--- src/rtl/gpio_pcpu_pkg.sv ---
package gpio_pcpu_pkg;

  localparam logic WIN_MAIN = 1'b0;
  localparam logic WIN_CPU  = 1'b1;

  localparam logic [7:0] OFF_GCAUSE = 8'h14;
  localparam logic [7:0] OFF_GEMASK = 8'h18;
  localparam logic [7:0] OFF_GLMASK = 8'h1C;

  // dual-processor layout, main window
  function automatic logic [7:0] duo_emask_off(input int c);
    return (c != 0) ? 8'h30 : 8'h18;
  endfunction

  function automatic logic [7:0] duo_lmask_off(input int c);
    return (c != 0) ? 8'h34 : 8'h1C;
  endfunction

  // quad-processor layout, per-processor window
  function automatic logic [7:0] quad_cause_off(input int c);
    return 8'(c * 4);
  endfunction

  function automatic logic [7:0] quad_emask_off(input int c);
    return 8'(16 + c * 4);
  endfunction

  function automatic logic [7:0] quad_lmask_off(input int c);
    return 8'(32 + c * 4);
  endfunction

endpackage

--- src/rtl/gpio_pcpu_mask_reg.sv ---
module gpio_pcpu_mask_reg #(
  parameter int W = 32
) (
  input  logic         clk,
  input  logic         rst_n,
  input  logic         we,
  input  logic [W-1:0] wdata,
  output logic [W-1:0] q
);

  logic [W-1:0] q_nxt;

  always_comb begin
    q_nxt = q;
    if (we) q_nxt = wdata;
  end

  always_ff @(posedge clk or negedge rst_n) begin
    if (!rst_n) q <= '0;
    else        q <= q_nxt;
  end

endmodule

--- src/rtl/gpio_pcpu_cause_reg.sv ---
module gpio_pcpu_cause_reg #(
  parameter int W = 32
) (
  input  logic         clk,
  input  logic         rst_n,
  input  logic         we,
  input  logic [W-1:0] wdata,
  input  logic [W-1:0] evt,
  output logic [W-1:0] q
);

  logic [W-1:0] q_nxt;

  // a zero written clears, a one keeps; a new event always wins
  always_comb begin
    q_nxt = q;
    if (we) q_nxt = q_nxt & wdata;
    q_nxt = q_nxt | evt;
  end

  always_ff @(posedge clk or negedge rst_n) begin
    if (!rst_n) q <= '0;
    else        q <= q_nxt;
  end

endmodule

--- src/rtl/gpio_pcpu_grp_or.sv ---
module gpio_pcpu_grp_or #(
  parameter int W   = 32,
  parameter int GRP = 8
) (
  input  logic [W-1:0]     vec,
  output logic [W/GRP-1:0] grp
);

  localparam int NG = W / GRP;

  for (genvar g = 0; g < NG; g++) begin : g_grp
    assign grp[g] = |vec[g*GRP +: GRP];
  end

endmodule

--- src/rtl/gpio_pcpu_irq_bank.sv ---
module gpio_pcpu_irq_bank
  import gpio_pcpu_pkg::*;
#(
  parameter int NUM_CPU = 4,
  parameter int LINES   = 32,
  parameter int GRP     = 8,
  parameter int ADDR_W  = 8
) (
  input  logic                     clk,
  input  logic                     rst_n,
  input  logic                     wr_en,
  input  logic                     win_sel,
  input  logic [ADDR_W-1:0]        addr,
  input  logic [LINES-1:0]         wdata,
  output logic [LINES-1:0]         rdata,
  input  logic [LINES-1:0]         level_in,
  input  logic [LINES-1:0]         edge_evt,
  output logic [NUM_CPU*(LINES/GRP)-1:0] cpu_irq,
  output logic [LINES/GRP-1:0]     glob_irq
);

  localparam int NGRP = LINES / GRP;
  localparam bit QUAD = (NUM_CPU == 4);

  // reset: asserted asynchronously, released on the clock
  logic [1:0] rst_q;
  logic       rst_i;

  always_ff @(posedge clk or negedge rst_n) begin
    if (!rst_n) rst_q <= '0;
    else        rst_q <= {rst_q[0], 1'b1};
  end
  assign rst_i = rst_q[1];

  logic in_main, in_cpu;
  assign in_main = (win_sel == WIN_MAIN);
  assign in_cpu  = (win_sel == WIN_CPU);

  // shared cause, present in both layouts
  logic [LINES-1:0] gcause;
  logic             gcause_we;
  assign gcause_we = wr_en && in_main && (addr == ADDR_W'(OFF_GCAUSE));

  gpio_pcpu_cause_reg #(.W(LINES)) u_gcause (
    .clk(clk), .rst_n(rst_i), .we(gcause_we), .wdata(wdata),
    .evt(edge_evt), .q(gcause)
  );

  logic [LINES-1:0] em_q [NUM_CPU];
  logic [LINES-1:0] lm_q [NUM_CPU];
  logic [LINES-1:0] pc_q [NUM_CPU];
  logic [NUM_CPU-1:0] em_we, lm_we, pc_we;
  logic [LINES-1:0] gem, glm;

  for (genvar c = 0; c < NUM_CPU; c++) begin : g_cpu
    logic [LINES-1:0] src_cause;
    logic [LINES-1:0] req;

    if (QUAD) begin : g_quad
      assign em_we[c] = wr_en && in_cpu && (addr == ADDR_W'(quad_emask_off(c)));
      assign lm_we[c] = wr_en && in_cpu && (addr == ADDR_W'(quad_lmask_off(c)));
      assign pc_we[c] = wr_en && in_cpu && (addr == ADDR_W'(quad_cause_off(c)));

      gpio_pcpu_cause_reg #(.W(LINES)) u_pcause (
        .clk(clk), .rst_n(rst_i), .we(pc_we[c]), .wdata(wdata),
        .evt(edge_evt), .q(pc_q[c])
      );
      assign src_cause = pc_q[c];
    end else begin : g_duo
      assign em_we[c] = wr_en && in_main && (addr == ADDR_W'(duo_emask_off(c)));
      assign lm_we[c] = wr_en && in_main && (addr == ADDR_W'(duo_lmask_off(c)));
      assign pc_we[c] = 1'b0;
      assign pc_q[c]  = '0;
      assign src_cause = gcause;
    end

    gpio_pcpu_mask_reg #(.W(LINES)) u_emask (
      .clk(clk), .rst_n(rst_i), .we(em_we[c]), .wdata(wdata), .q(em_q[c])
    );
    gpio_pcpu_mask_reg #(.W(LINES)) u_lmask (
      .clk(clk), .rst_n(rst_i), .we(lm_we[c]), .wdata(wdata), .q(lm_q[c])
    );

    assign req = (level_in & lm_q[c]) | (src_cause & em_q[c]);

    gpio_pcpu_grp_or #(.W(LINES), .GRP(GRP)) u_grp (
      .vec(req), .grp(cpu_irq[c*NGRP +: NGRP])
    );
  end

  if (QUAD) begin : g_glob
    logic gem_we, glm_we;
    logic [LINES-1:0] greq;
    assign gem_we = wr_en && in_main && (addr == ADDR_W'(OFF_GEMASK));
    assign glm_we = wr_en && in_main && (addr == ADDR_W'(OFF_GLMASK));

    gpio_pcpu_mask_reg #(.W(LINES)) u_gemask (
      .clk(clk), .rst_n(rst_i), .we(gem_we), .wdata(wdata), .q(gem)
    );
    gpio_pcpu_mask_reg #(.W(LINES)) u_glmask (
      .clk(clk), .rst_n(rst_i), .we(glm_we), .wdata(wdata), .q(glm)
    );

    assign greq = (level_in & glm) | (gcause & gem);

    gpio_pcpu_grp_or #(.W(LINES), .GRP(GRP)) u_ggrp (
      .vec(greq), .grp(glob_irq)
    );
  end else begin : g_noglob
    assign gem      = '0;
    assign glm      = '0;
    assign glob_irq = '0;
  end

  // read decode
  logic rd_hit;

  always_comb begin
    rdata  = '0;
    rd_hit = 1'b0;
    if (in_main && addr == ADDR_W'(OFF_GCAUSE)) begin
      rdata = gcause; rd_hit = 1'b1;
    end
    if (QUAD) begin
      if (in_main && addr == ADDR_W'(OFF_GEMASK)) begin
        rdata = gem; rd_hit = 1'b1;
      end
      if (in_main && addr == ADDR_W'(OFF_GLMASK)) begin
        rdata = glm; rd_hit = 1'b1;
      end
      for (int c = 0; c < NUM_CPU; c++) begin
        if (in_cpu && addr == ADDR_W'(quad_cause_off(c))) begin
          rdata = pc_q[c]; rd_hit = 1'b1;
        end
        if (in_cpu && addr == ADDR_W'(quad_emask_off(c))) begin
          rdata = em_q[c]; rd_hit = 1'b1;
        end
        if (in_cpu && addr == ADDR_W'(quad_lmask_off(c))) begin
          rdata = lm_q[c]; rd_hit = 1'b1;
        end
      end
    end else begin
      for (int c = 0; c < NUM_CPU; c++) begin
        if (in_main && addr == ADDR_W'(duo_emask_off(c))) begin
          rdata = em_q[c]; rd_hit = 1'b1;
        end
        if (in_main && addr == ADDR_W'(duo_lmask_off(c))) begin
          rdata = lm_q[c]; rd_hit = 1'b1;
        end
      end
    end
  end

endmodule

--- config.mk ---
export PLATFORM = sky130hd
export DESIGN_NAME = gpio_pcpu_irq_bank
export DESIGN_NICKNAME = d
export VERILOG_FILES = /design/src/rtl/gpio_pcpu_pkg.sv /design/src/rtl/gpio_pcpu_mask_reg.sv /design/src/rtl/gpio_pcpu_cause_reg.sv /design/src/rtl/gpio_pcpu_grp_or.sv /design/src/rtl/gpio_pcpu_irq_bank.sv
export SDC_FILE = /design/constraint.sdc
export NUM_CORES = 1
export LEC_CHECK = 0
export BUFFER_PORTS_ARGS = -buffer_cell sky130_fd_sc_hd__buf_2
export CORE_MARGIN = 3
export CORE_UTILIZATION = 45
export CTS_BUF_LIST = sky130_fd_sc_hd__clkbuf_4
export DETAILED_ROUTE_END_ITERATION = 6
export PLACE_DENSITY_LB_ADDON = 0.05
export SETUP_SLACK_MARGIN = 0.05
export SYNTH_ARGS = -nofsm -noshare
export SYNTH_HDL_FRONTEND = slang
export SYNTH_SLANG_ARGS = --single-unit
--- constraint.sdc ---
create_clock -name clk -period 25.1 [get_ports clk]
set_clock_uncertainty 0.05 [all_clocks]
set_input_delay 5.02 -clock clk [delete_from_list [all_inputs] [get_ports clk]]
set_output_delay 5.02 -clock clk [all_outputs]
set_load 0.01 [all_outputs]
After elaboration in Yosys (flattened, before gate mapping)
Index checks and enable logic that the tools add are counted.
- bits in registers: 482
- latch bits: 0
- memory bits (writable): 0
- memory bits (read-only): 0
- input bits: 108
- output and inout port bits: 52
- logic and storage cells: 126
- memories: 0
- $add $sub $neg: 0
- multipliers: 0
- div/mod/pow operators: 0
- magnitude comparators: 0
- equality and inequality tests: 11
- shift operators: 0
- multiplexer cells: 20
- bitwise operators: 26
- reduce and logical (&&, ||, !) cells: 53
- operators by type and width (operator ; count):
    $mux W32 ; 20
    $and A32 B32 Y32 ; 15
    $or A32 B32 Y32 ; 10
    $reduce_or A8 Y1 ; 20
    $eq A8 B5 Y1 const B ; 4
    $eq A8 B6 Y1 const B ; 4
    $logic_and A1 B1 Y1 ; 32
    $eq A8 B4 Y1 const B ; 2
    $eq A8 B3 Y1 const B ; 1
    $logic_not A8 Y1 ; 1
    $not A1 Y1 ; 1

Logic depth before layout (Yosys ltp)
Gate-level depths: netlist of the first run.
- word-level depth: 17
- mapped depth: 10
- gate-level depth less buffers: 6

Cells and area by module
Synthesis of the first run repeated with hierarchy kept, for this count alone.
- cell total of the unflattened synthesis: 2243
- area total of the unflattened synthesis: 26515.4 um^2
- modules (own cells, without submodules) (module ; times used ; cells each ; area each (um^2) ; seq. area each (um^2)):
    gpio_pcpu_mask_reg ; 10 ; 68 ; 1345.0 ; 800.8
    gpio_pcpu_irq_bank ; 1 ; 1008 ; 6421.2 ; 50.0
    gpio_pcpu_cause_reg ; 5 ; 99 ; 1263.7 ; 800.8
    gpio_pcpu_grp_or ; 5 ; 12 ; 65.1 ; 0.0

Worst setup path before layout of the first run
No wires, ideal clock.
- path type: input to output
- start point: in addr[3]
- end point: out rdata[0]
- arrival time: 6.799 ns
- slack: 13.231 ns
- cell stages on the path: 8
- buffers on the path: 2
- cell sequence: buf_2 or4b_1 nor3_4 buf_2 a22oi_1 o21ai_0 nand2_1 a221oi_1
- word-level cells in the longest chain between the ends: 17
- elaborated cells on any way between the ends: 42
- RTL lines (element ; RTL line ; text):
    start: declaration ; gpio_pcpu_irq_bank.sv:13 ; input logic [ADDR_W-1:0] addr,
    $eq A8 B5 Y1 ; gpio_pcpu_irq_bank.sv:121, gpio_pcpu_irq_bank.sv:135 ;
    $logic_and A1 B1 Y1 ; gpio_pcpu_irq_bank.sv:121 ; if (in_main && addr == ADDR_W'(OFF_GCAUSE)) begin
    $mux W32 ; gpio_pcpu_irq_bank.sv:121 ;
    $mux W32 ; gpio_pcpu_irq_bank.sv:125 ; if (in_main && addr == ADDR_W'(OFF_GEMASK)) begin
    $mux W32 ; gpio_pcpu_irq_bank.sv:128 ; if (in_main && addr == ADDR_W'(OFF_GLMASK)) begin
    $mux W32 ; gpio_pcpu_irq_bank.sv:132 ; if (in_cpu && addr == ADDR_W'(quad_cause_off(c))) begin
    $mux W32 ; gpio_pcpu_irq_bank.sv:135 ; if (in_cpu && addr == ADDR_W'(quad_emask_off(c))) begin
    $mux W32 ; gpio_pcpu_irq_bank.sv:138 ; if (in_cpu && addr == ADDR_W'(quad_lmask_off(c))) begin
    $mux W32 ; gpio_pcpu_irq_bank.sv:132 ;
    $mux W32 ; gpio_pcpu_irq_bank.sv:135 ;
    $mux W32 ; gpio_pcpu_irq_bank.sv:138 ;
    $mux W32 ; gpio_pcpu_irq_bank.sv:132 ;
    $mux W32 ; gpio_pcpu_irq_bank.sv:135 ;
    $mux W32 ; gpio_pcpu_irq_bank.sv:138 ;
    $mux W32 ; gpio_pcpu_irq_bank.sv:132 ;
    $mux W32 ; gpio_pcpu_irq_bank.sv:135 ;
    $mux W32 (*) ; gpio_pcpu_irq_bank.sv:138 ;
    end: declaration ; gpio_pcpu_irq_bank.sv:15 ; output logic [LINES-1:0] rdata,
Mark *: on every way between the ends. The rest lies on a longest branch, timed or not.

Final worst setup path of the first run
- start point: in addr[2]
- end point: out rdata[31]
The elaborated chain is that of the path after synthesis.

==> impl_metrics.json, run 1 <==
{
  "rsz0062_at_grt": "no",
  "gr-total-overflow": 0,
  "synth_area_leaders": "dfrtp_1, mux2_2, o21ai_0",
  "cp_common_cell": "buf_4",
  "pin_count": 160,
  "postCtsSetupBuffers": 0,
  "worstPathCellList": "buf_4 -> buf_4 -> or4b_1 -> nor3_4 -> buf_4 -> a221o_1 -> nand2_1 -> a221oi_1 -> buf_2",
  "coreArea_mm2": 0.0539,
  "drive_above_1_share": 0.317,
  "yosys_warnings": 0,
  "cts_buffer_depth": 3,
  "ys_async_sr_fraction": 1.00,
  "syn_area_per_cell_um2": 11.2,
  "place.port_buffers": 159,
  "pwr-share-comb": 0.085,
  "p_switching_mw": 0.476,
  "crit_slowest_cell": "buf_4",
  "hold_class": "reg2reg",
  "synth_edf_count": 0,
  "power_density_mw_per_mm2": 62.5,
  "cts.clk_slew.worst_paths_ns": 0.07,
  "ant_nets": 0,
  "first_pass_iters": 7,
  "grt_pass1_vias": 21200,
  "timing.critical_path.buf_inv": 4,
  "cts-root-buf": "clkbuf_4",
  "dieArea_mm2": 0.0575,
  "worst_pin_slew_ns": 1.33,
  "layout_common_cells": "dfrtp_1, o21ai_0, mux2_2",
  "die_h_um": 240,
  "ctsHtreeMaxLevel": 4,
  "postSynthCellCount": 2196,
  "holdBufCountCts": 0,
  "clk_latency_ns": 0.99,
  "fp.dieW_um": 240,
  "rows": 85,
  "hp-start": "rst_q[0]$_DFF_PN0_",
  "place.gp.congestion": 0.945,
  "cts_made_buffers": 142,
  "final-max-slew-violation-count": 0,
  "critPathMaxFanout": 48,
  "synth_seq_cells": 482,
  "cap_violations": 0,
  "area.growth.synth_to_final_pct": 13.1,
  "worst_slack_ns": 10.86,
  "final_common_cell": "dfrtp_1",
  "clock-sinks": 482,
  "slew_headroom": 0.115,
  "vias": 21600,
  "dp_hpwl_um": 65900,
  "intPower_mw": 1.26,
  "period_share": 0.567,
  "antenna_found_initial": 5,
  "cpLargestDelayFamily": "buffers and inverters",
  "syn_nets": 2304,
  "dr.first_iter.drc_count": 2914,
  "post_drt_via_cell_ratio": 6.78,
  "wl_um": 103000,
  "p_seq_frac": 0.464,
  "cts_tree": "built",
  "drcViolationCount": 0,
  "clock.fmax_mhz": 70.2,
  "ir_drop_uv": 40.4,
  "setup_viol": 0,
  "final-hold-violation-count": 0,
  "grtUsageTotal": 0.357,
  "max_stage_delay_ns": 0.74,
  "synth_area_mm2": 0.0246,
  "post_cts_resized": 0,
  "start_util": 0.456,
  "fin_crit_ns": 14.24,
  "p_clk_frac": 0.450,
  "critPathKind": "in2out",
  "cp-start-kind": "input port",
  "sw_frac_of_total": 0.273,
  "dp_slack_ns": 11.10,
  "cp.arrival_ns": 9.17,
  "r2r-start": "rst_q[1]$_DFF_PN0_",
  "nets": 2485,
  "synth-main-ff-cell": "dfrtp_1",
  "grt_max_degree": 164,
  "ys_seq_area_frac": 0.490,
  "synth_cell_types": 59,
  "cp-end-kind": "primary output",
  "synth_largest_area_cell": "dfrtp_1",
  "grt_first_pass_wirelength_um": 148000,
  "crit_start": "addr[2]",
  "routedWlPerCell_um": 32.4,
  "crit_required_ns": 20.03,
  "cellLeakagePower_nw": 12.3,
  "fin_setup_tns_ns": 0,
  "status": "completed",
  "synth_top_area_frac": 0.490
}
power groups by stage:
stage | combinational, mW | sequential, mW | clock [mW]
after floorplan | 0.0713 | 0.825 | 0
after global placement | 0.145 | 0.821 | 0
after detailed placement | 0.146 | 0.822 | 0
after CTS | 0.146 | 0.807 | 0.798
after global routing | 0.156 | 0.809 | 0.841
final | 0.149 | 0.808 | 0.784
worst paths after layout:
kind                                                 endpoint  slack (ns)  cells after the start
max                                                 rdata[31]       10.86                      9
min                                        rst_q[1]$_DFF_PN0_        0.30                      0
max reg2reg                g_cpu[3].u_emask.q[15]$_DFFE_PN0P_       22.40                      2
min reg2reg                                rst_q[1]$_DFF_PN0_        0.30                      0
max in group asynchronous                  rst_q[1]$_DFF_PN0_       21.15                      1
min in group asynchronous   g_cpu[1].u_lmask.q[7]$_DFFE_PN0P_        0.34                      0
final cells by class:
cell class | count | area, um^2
timing repair buffer | 205 | 1160
clock buffer | 211 | 1580
inverter | 1 | 3.75
fill | 4967 | 26100
tap | 696 | 871
antenna | 7 | 17.5
multi-input combinational | 1545 | 11900
clock inverter | 31 | 234
sequential | 482 | 12100
registers in the layout (all words and copies together), names as in the netlist:
signal	cells
u_gcause.q	32
g_glob.u_gemask.q	32
rst_q	2
g_glob.u_glmask.q	32
g_cpu.u_emask.q	128
g_cpu.u_lmask.q	128
g_cpu.g_quad.u_pcause.q	128
logic make-up after synthesis:
logic type             Yosys count  synth area share
DFF                            482             0.490
muxes                          376             0.178
other                            1          0.000152
and+or+nand+nor                398            0.0906
AOI/OAI and AO/OA              770             0.210
buffers and inverters          169            0.0309
worst reg2reg max path, stage by stage, from the launching register on:
cell	delay (ns)
dfrtp_4	0.91
buf_4	0.72
buf_4	0.91
layer usage:
metal / up-vias / global-route usage / wire length [um]
met5: - / 0 / 0
met2: 1475 / 0.514 / 44300
li1: 8822 / - / -
met1: 11000 / 0.495 / 42300
met4: 0 / 0.169 / 4930
met3: 295 / 0.105 / 11600
cells in the mapped netlist (3+ instances only):
master     instances
nand2b_1         164
mux2_2           256
a211oi_1           8
nor2_1            61
mux2_1             5
o221ai_1          10
a221oi_1          96
dfrtp_1          482
a22oi_1           84
buf_1             10
nand3_1           20
a21o_1             8
a22o_1            90
nor3_4             3
nor2b_1            4
or4b_1             3
o211ai_1          14
nand2_1           70
nor3_1            14
and3_1            17
buf_4              3
mux2_4            60
buf_6              6
buf_2             56
o2bb2ai_1          8
o21a_1            15
o22ai_1           53
clkbuf_1          93
a221o_1           21
o21ai_0          269
nand4_1           20
nor2_2             4
a222oi_1           3
a21oi_1           78
mux2i_1           55
o21ai_1            5
stage by stage:
| stage | total power [mW] | std cells | instance area [um^2] | hold slack [ns] | util |
|---|---|---|---|---|---|
| after floorplan | 0.896 | 2196 | 24600 | 0.281 | - |
| after global placement | 0.966 | 2929 | 26000 | 0.290 | 0.482 |
| after detailed placement | 0.967 | 2929 | 26000 | 0.296 | 0.482 |
| after CTS | 1.75 | 3171 | 27800 | 0.312 | 0.516 |
| after global routing | 1.81 | 3178 | 27800 | 0.312 | 0.516 |
| final | 1.74 | 3178 | 27800 | 0.302 | 0.516 |
No activity file was read; power rests on OpenSTA's default activity.
==> run 2, diff against run 1 <==
Settings changed: ABC_AREA set to 1.
Clock period 25.1 ns to 13.9 ns, I/O delays scaled along.
==> impl_metrics.json, run 2 <==
{
  "cts_tree": "built",
  "placed_area_mm2": 0.0244,
  "place.port_buffers": 159,
  "ys_seq_area_frac": 0.525,
  "layout_common_cells": "nand2_1, dfrtp_1, o21ai_0",
  "grt_max_degree": 80,
  "synth_area_leaders": "dfrtp_1, nand2_1, o21ai_0",
  "fin_crit_ns": 8.52,
  "worst-r2r-cell-count": 3,
  "routedWlPerCell_um": 21.6,
  "dieArea_mm2": 0.0538,
  "synth_cell_types": 36,
  "top_regs": "g_cpu.g_quad.u_pcause.q x128, g_cpu.u_emask.q x128, g_cpu.u_lmask.q x128",
  "cts_buffer_depth": 3,
  "stdcell_area_mm2": 0.0260,
  "first_pass_iters": 5,
  "setup_viol": 0,
  "drcViolationCount": 0,
  "ant_nets": 0,
  "cts-root-buf": "clkbuf_4",
  "start_util": 0.457,
  "postLayoutCoreUtil": 0.517,
  "cts_made_buffers": 139,
  "postCtsSetupBuffers": 0,
  "rrSetupSlack_ns": 10.35,
  "fin_setup_tns_ns": 0,
  "critPathKind": "in2out",
  "hold_class": "reg2async",
  "synth_top_area_frac": 0.525,
  "synth_seq_cells": 482,
  "synth_largest_area_cell": "dfrtp_1",
  "syn_nets": 2998,
  "clock-sinks": 482,
  "area.growth.synth_to_final_pct": 13.1,
  "power_density_mw_per_mm2": 112,
  "synth-main-ff-cell": "dfrtp_1",
  "status": "completed",
  "place.gp.congestion": 0.886,
  "synthTopCellsByCount": "nand2_1, dfrtp_1, o21ai_0",
  "clock.fmax_mhz": 117,
  "gr-total-overflow": 0,
  "slew_headroom": 0.197,
  "period_share": 0.613,
  "rows": 82,
  "r2r-start": "rst_q[1]$_DFF_PN0_",
  "post_drt_via_cell_ratio": 5.61,
  "final-hold-violation-count": 0,
  "postSynthCellCount": 2890,
  "post_cts_resized": 0,
  "yosys_warnings": 0,
  "grt_first_pass_wirelength_um": 125000,
  "critPathCapture": "rdata[24]",
  "vias": 21600,
  "antenna_found_initial": 7,
  "ir_drop_uv": 56.7,
  "dp_hpwl_um": 53200,
  "syn_area_per_cell_um2": 7.95,
  "dr.first_iter.drc_count": 1808,
  "grt_pass1_vias": 20800,
  "cp.arrival_ns": 5.69,
  "r2r-end": "g_cpu[1].u_emask.q[11]$_DFFE_PN0P_",
  "drive_above_1_share": 0.140,
  "cap_violations": 0,
  "cts.clk_slew.worst_paths_ns": 0.06,
  "wl_um": 83400,
  "holdBufCountCts": 0,
  "coreArea_mm2": 0.0503,
  "nets": 3205,
  "final-max-slew-violation-count": 0,
  "cellLeakagePower_nw": 11.9,
  "die_h_um": 232,
  "ys_async_sr_fraction": 1.00,
  "grtUsageTotal": 0.312,
  "crit_required_ns": 11.07,
  "cp-end-kind": "primary output",
  "worst_pin_slew_ns": 1.20,
  "crit_start": "addr[7]",
  "pin_count": 160,
  "critPathMaxFanout": 25,
  "fp.dieW_um": 232,
  "synth.most_common_cell": "nand2_1",
  "ctsHtreeMaxLevel": 4,
  "cp-start-kind": "input port",
  "clk_latency_ns": 0.97,
  "final_common_cell": "nand2_1",
  "synth_area_mm2": 0.0230,
  "synth_edf_count": 0,
  "rsz0062_at_grt": "no"
}
==> run 2: changes by cell type in the layout (fill, tap and decap cells not counted), sizes merged, moves of 54 or more <==
cell,delta
o21ai,+215
nand2b,-164
mux2,-321
nand3,+120
mux2i,-55
a221oi,-54
nor2,+68
a22oi,-84
nand2,+1003
inv,+180
==> run 2: worst min path at each step <==
stage,start,to,cells past startpoint
finish,rst_q[1]$_DFF_PN0_,g_cpu[3].u_emask.q[2]$_DFFE_PN0P_,0
floorplan,rst_q[0]$_DFF_PN0_,rst_q[1]$_DFF_PN0_,0
detailed placement,rst_q[0]$_DFF_PN0_,rst_q[1]$_DFF_PN0_,0
global route,rst_q[0]$_DFF_PN0_,rst_q[1]$_DFF_PN0_,0
CTS,rst_q[0]$_DFF_PN0_,rst_q[1]$_DFF_PN0_,0
global placement,rst_q[0]$_DFF_PN0_,rst_q[1]$_DFF_PN0_,0
==> run 2: logic make-up (layout without fill, tap and decap cells) <==
| logic type | after synthesis | in the layout | synth area share |
|---|---|---|---|
| and+or+nand+nor | 1481 | 1481 | 0.273 |
| AOI/OAI and AO/OA | 618 | 618 | 0.149 |
| DFF | 482 | 482 | 0.525 |
| buffers and inverters | 308 | 596 | 0.0530 |
| other | 1 | 7 | 0.000163 |
==> run 2: final cells by class <==
cell class	instances	area (um^2)
inverter	185	694
antenna	6	15.0
tap	672	841
timing repair buffer	189	1020
sequential	482	12100
clock buffer	201	1510
multi-input combinational	2100	9760
fill	5049	24300
clock inverter	21	78.8
==> run 2: stage by stage <==
stage,hold slack [ns],setup WS (ns),std cells,total power [mW]
2_1_floorplan,0.281,6.00,2890,1.57
3_3_place_gp,0.285,5.47,3628,1.67
3_5_place_dp,0.289,5.43,3628,1.67
4_1_cts,0.304,5.44,3850,2.93
5_1_grt,0.322,5.25,3853,3.03
6_report,0.284,5.38,3856,2.90
==> run 2: metal layers <==
layer	up-vias	GRT usage	routed length, um
li1	10000	-	-
met4	6	0.119	2740
met3	185	0.0824	6900
met5	-	0	34
met1	10500	0.414	35600
met2	860	0.490	38200
==> run 2: power by group <==
| part | switching (mW) | internal (mW) |
|---|---|---|
| combinational | 0.138 | 0.0568 |
| sequential | 0.0234 | 1.43 |
| clock | 0.601 | 0.652 |
==> run 2: worst max-delay path, stage by stage <==
cell     delay [ns]
buf_2          0.12
inv_1          0.05
nand2_1        0.07
nor3_4         0.13
buf_4          0.45
inv_2          0.21
nor3_4         0.79
buf_4          0.44
nand2_1        0.09
nand3_1        0.09
nor2_1         0.04
nand3_1        0.06
nand2_1        0.05
nand3_1        0.13
buf_2          0.17
==> run 3, diff against run 2 <==
Clock period 13.9 ns to 7.3 ns, I/O delays scaled along.
==> impl_metrics.json, run 3 (synthesis gave the netlist of run 2 again) <==
{
  "status": "completed",
  "first_pass_iters": 6,
  "wl_um": 83200,
  "p_switching_mw": 1.48,
  "final-hold-violation-count": 0,
  "r2r-end": "g_cpu[0].g_quad.u_pcause.q[16]$_DFF_PN0_",
  "critPathKind": "in2out",
  "drcViolationCount": 0,
  "pin_count": 160,
  "cts_tree": "built",
  "cts_buffer_depth": 3,
  "crit_slowest_cell": "nor2_4",
  "holdBufCountCts": 0,
  "cts-root-buf": "clkbuf_4",
  "coreArea_mm2": 0.0503,
  "power_mw": 5.71,
  "period_share": 0.801,
  "cellLeakagePower_nw": 12.0,
  "final_common_cell": "nand2_1",
  "place.port_buffers": 159,
  "rows": 82,
  "top_regs": "g_cpu.g_quad.u_pcause.q x128, g_cpu.u_emask.q x128, g_cpu.u_lmask.q x128",
  "p_clk_frac": 0.450,
  "worst_pin_slew_ns": 1.19,
  "start_util": 0.457,
  "intPower_mw": 4.23,
  "final-instance-count-excl-fill": 3877,
  "cts.clk_slew.worst_paths_ns": 0.06,
  "routedWlPerCell_um": 21.5,
  "worst_slack_ns": 1.45,
  "grt_first_pass_wirelength_um": 126000,
  "dp_slack_ns": 1.53,
  "dr.first_iter.drc_count": 2226,
  "dp_hpwl_um": 53200,
  "worst-r2r-cell-count": 1,
  "sw_frac_of_total": 0.259,
  "gr-total-overflow": 0,
  "clock.fmax_mhz": 171,
  "cp-start-kind": "input port",
  "crit_required_ns": 5.79,
  "pwr-share-comb": 0.065,
  "crit_start": "win_sel",
  "layout_common_cells": "nand2_1, dfrtp_1, o21ai_0",
  "cp-end-kind": "primary output",
  "nets": 3207,
  "ir_drop_uv": 141,
  "cap_violations": 0,
  "final-max-slew-violation-count": 0,
  "ctsHtreeMaxLevel": 4,
  "drive_above_1_share": 0.143,
  "dieArea_mm2": 0.0538,
  "cp.arrival_ns": 4.34,
  "grtUsageTotal": 0.312,
  "antenna_found_initial": 7,
  "grt_max_degree": 161,
  "rsz0062_at_grt": "no",
  "slew_headroom": 0.205,
  "fin_crit_ns": 5.85,
  "fp.dieW_um": 232,
  "setup_viol": 0,
  "placed_cells": 3633,
  "hold_class": "in2async",
  "cts_made_buffers": 136,
  "postCtsSetupBuffers": 0,
  "post_drt_via_cell_ratio": 5.62,
  "max_stage_delay_ns": 0.75,
  "critPathMaxFanout": 24,
  "ant_nets": 0,
  "p_seq_frac": 0.485,
  "place.gp.congestion": 0.872,
  "grt_pass1_vias": 21100,
  "rrSetupSlack_ns": 5.44,
  "clock-sinks": 482,
  "vias": 21800,
  "r2r-start": "rst_q[1]$_DFF_PN0_",
  "fin_setup_tns_ns": 0,
  "clk_latency_ns": 0.98,
  "postLayoutCoreUtil": 0.522,
  "post_cts_resized": 0,
  "die_h_um": 232,
  "critPathCapture": "rdata[24]",
  "area.growth.synth_to_final_pct": 14.2,
  "worstPathCellList": "buf_2 -> inv_2 -> nand3_1 -> nor2_4 -> buf_4 -> nand2_1 -> nand2_1 -> nor2_1 -> nand4_1 -> nand2_1 -> nand3_1 -> nor2_1 -> nand3_1 -> nand2_1 -> nand3_1 -> buf_2",
  "power_density_mw_per_mm2": 218
}
[run 3: how the worst min path moves through the flow]
stage          slack (ns)  cells after the start                  to                from
5_1_grt              0.11                      1  rst_q[1]$_DFF_PN0_               rst_n
4_1_cts              0.11                      1  rst_q[1]$_DFF_PN0_               rst_n
6_report             0.20                      1  rst_q[0]$_DFF_PN0_               rst_n
3_5_place_dp         0.30                      0  rst_q[1]$_DFF_PN0_  rst_q[0]$_DFF_PN0_
3_3_place_gp         0.29                      0  rst_q[1]$_DFF_PN0_  rst_q[0]$_DFF_PN0_
2_1_floorplan        0.28                      0  rst_q[1]$_DFF_PN0_  rst_q[0]$_DFF_PN0_
[run 3: per-layer routing]
| metal | track usage | share of wire |
|---|---|---|
| met1 | 0.417 | 0.41 |
| met2 | 0.493 | 0.46 |
| met3 | 0.0729 | 0.089 |
| met4 | 0.127 | 0.034 |
| met5 | 0 | 0.00031 |
[run 3: metrics by stage]
| step | instance area, um^2 | hold slack [ns] |
|---|---|---|
| CTS | 26200 | 0.113 |
| floorplan | 23000 | 0.281 |
| global placement | 24500 | 0.286 |
| global route | 26200 | 0.109 |
| detailed placement | 24500 | 0.298 |
| finish | 26200 | 0.198 |
[run 3: power groups by stage]
stage | sequential [mW] | clock (mW) | combinational, mW
after floorplan | 2.83 | 0 | 0.158
after global placement | 2.81 | 0 | 0.371
after detailed placement | 2.81 | 0 | 0.375
after CTS | 2.76 | 2.63 | 0.376
after global routing | 2.77 | 2.79 | 0.411
final | 2.77 | 2.57 | 0.372
[run 3: final cells by class]
cell class	count	area, um^2
antenna	12	30.0
clock buffer	203	1520
clock inverter	29	215
fill	4977	24000
inverter	185	694
multi-input combinational	2100	9750
sequential	482	12100
tap	672	841
timing repair buffer	194	1110
[run 3: critical path: cells and delay by family]
kind                   cells  cell delay [ns]
AND/OR/NAND/NOR           12             1.70
buffers and inverters      4             1.15
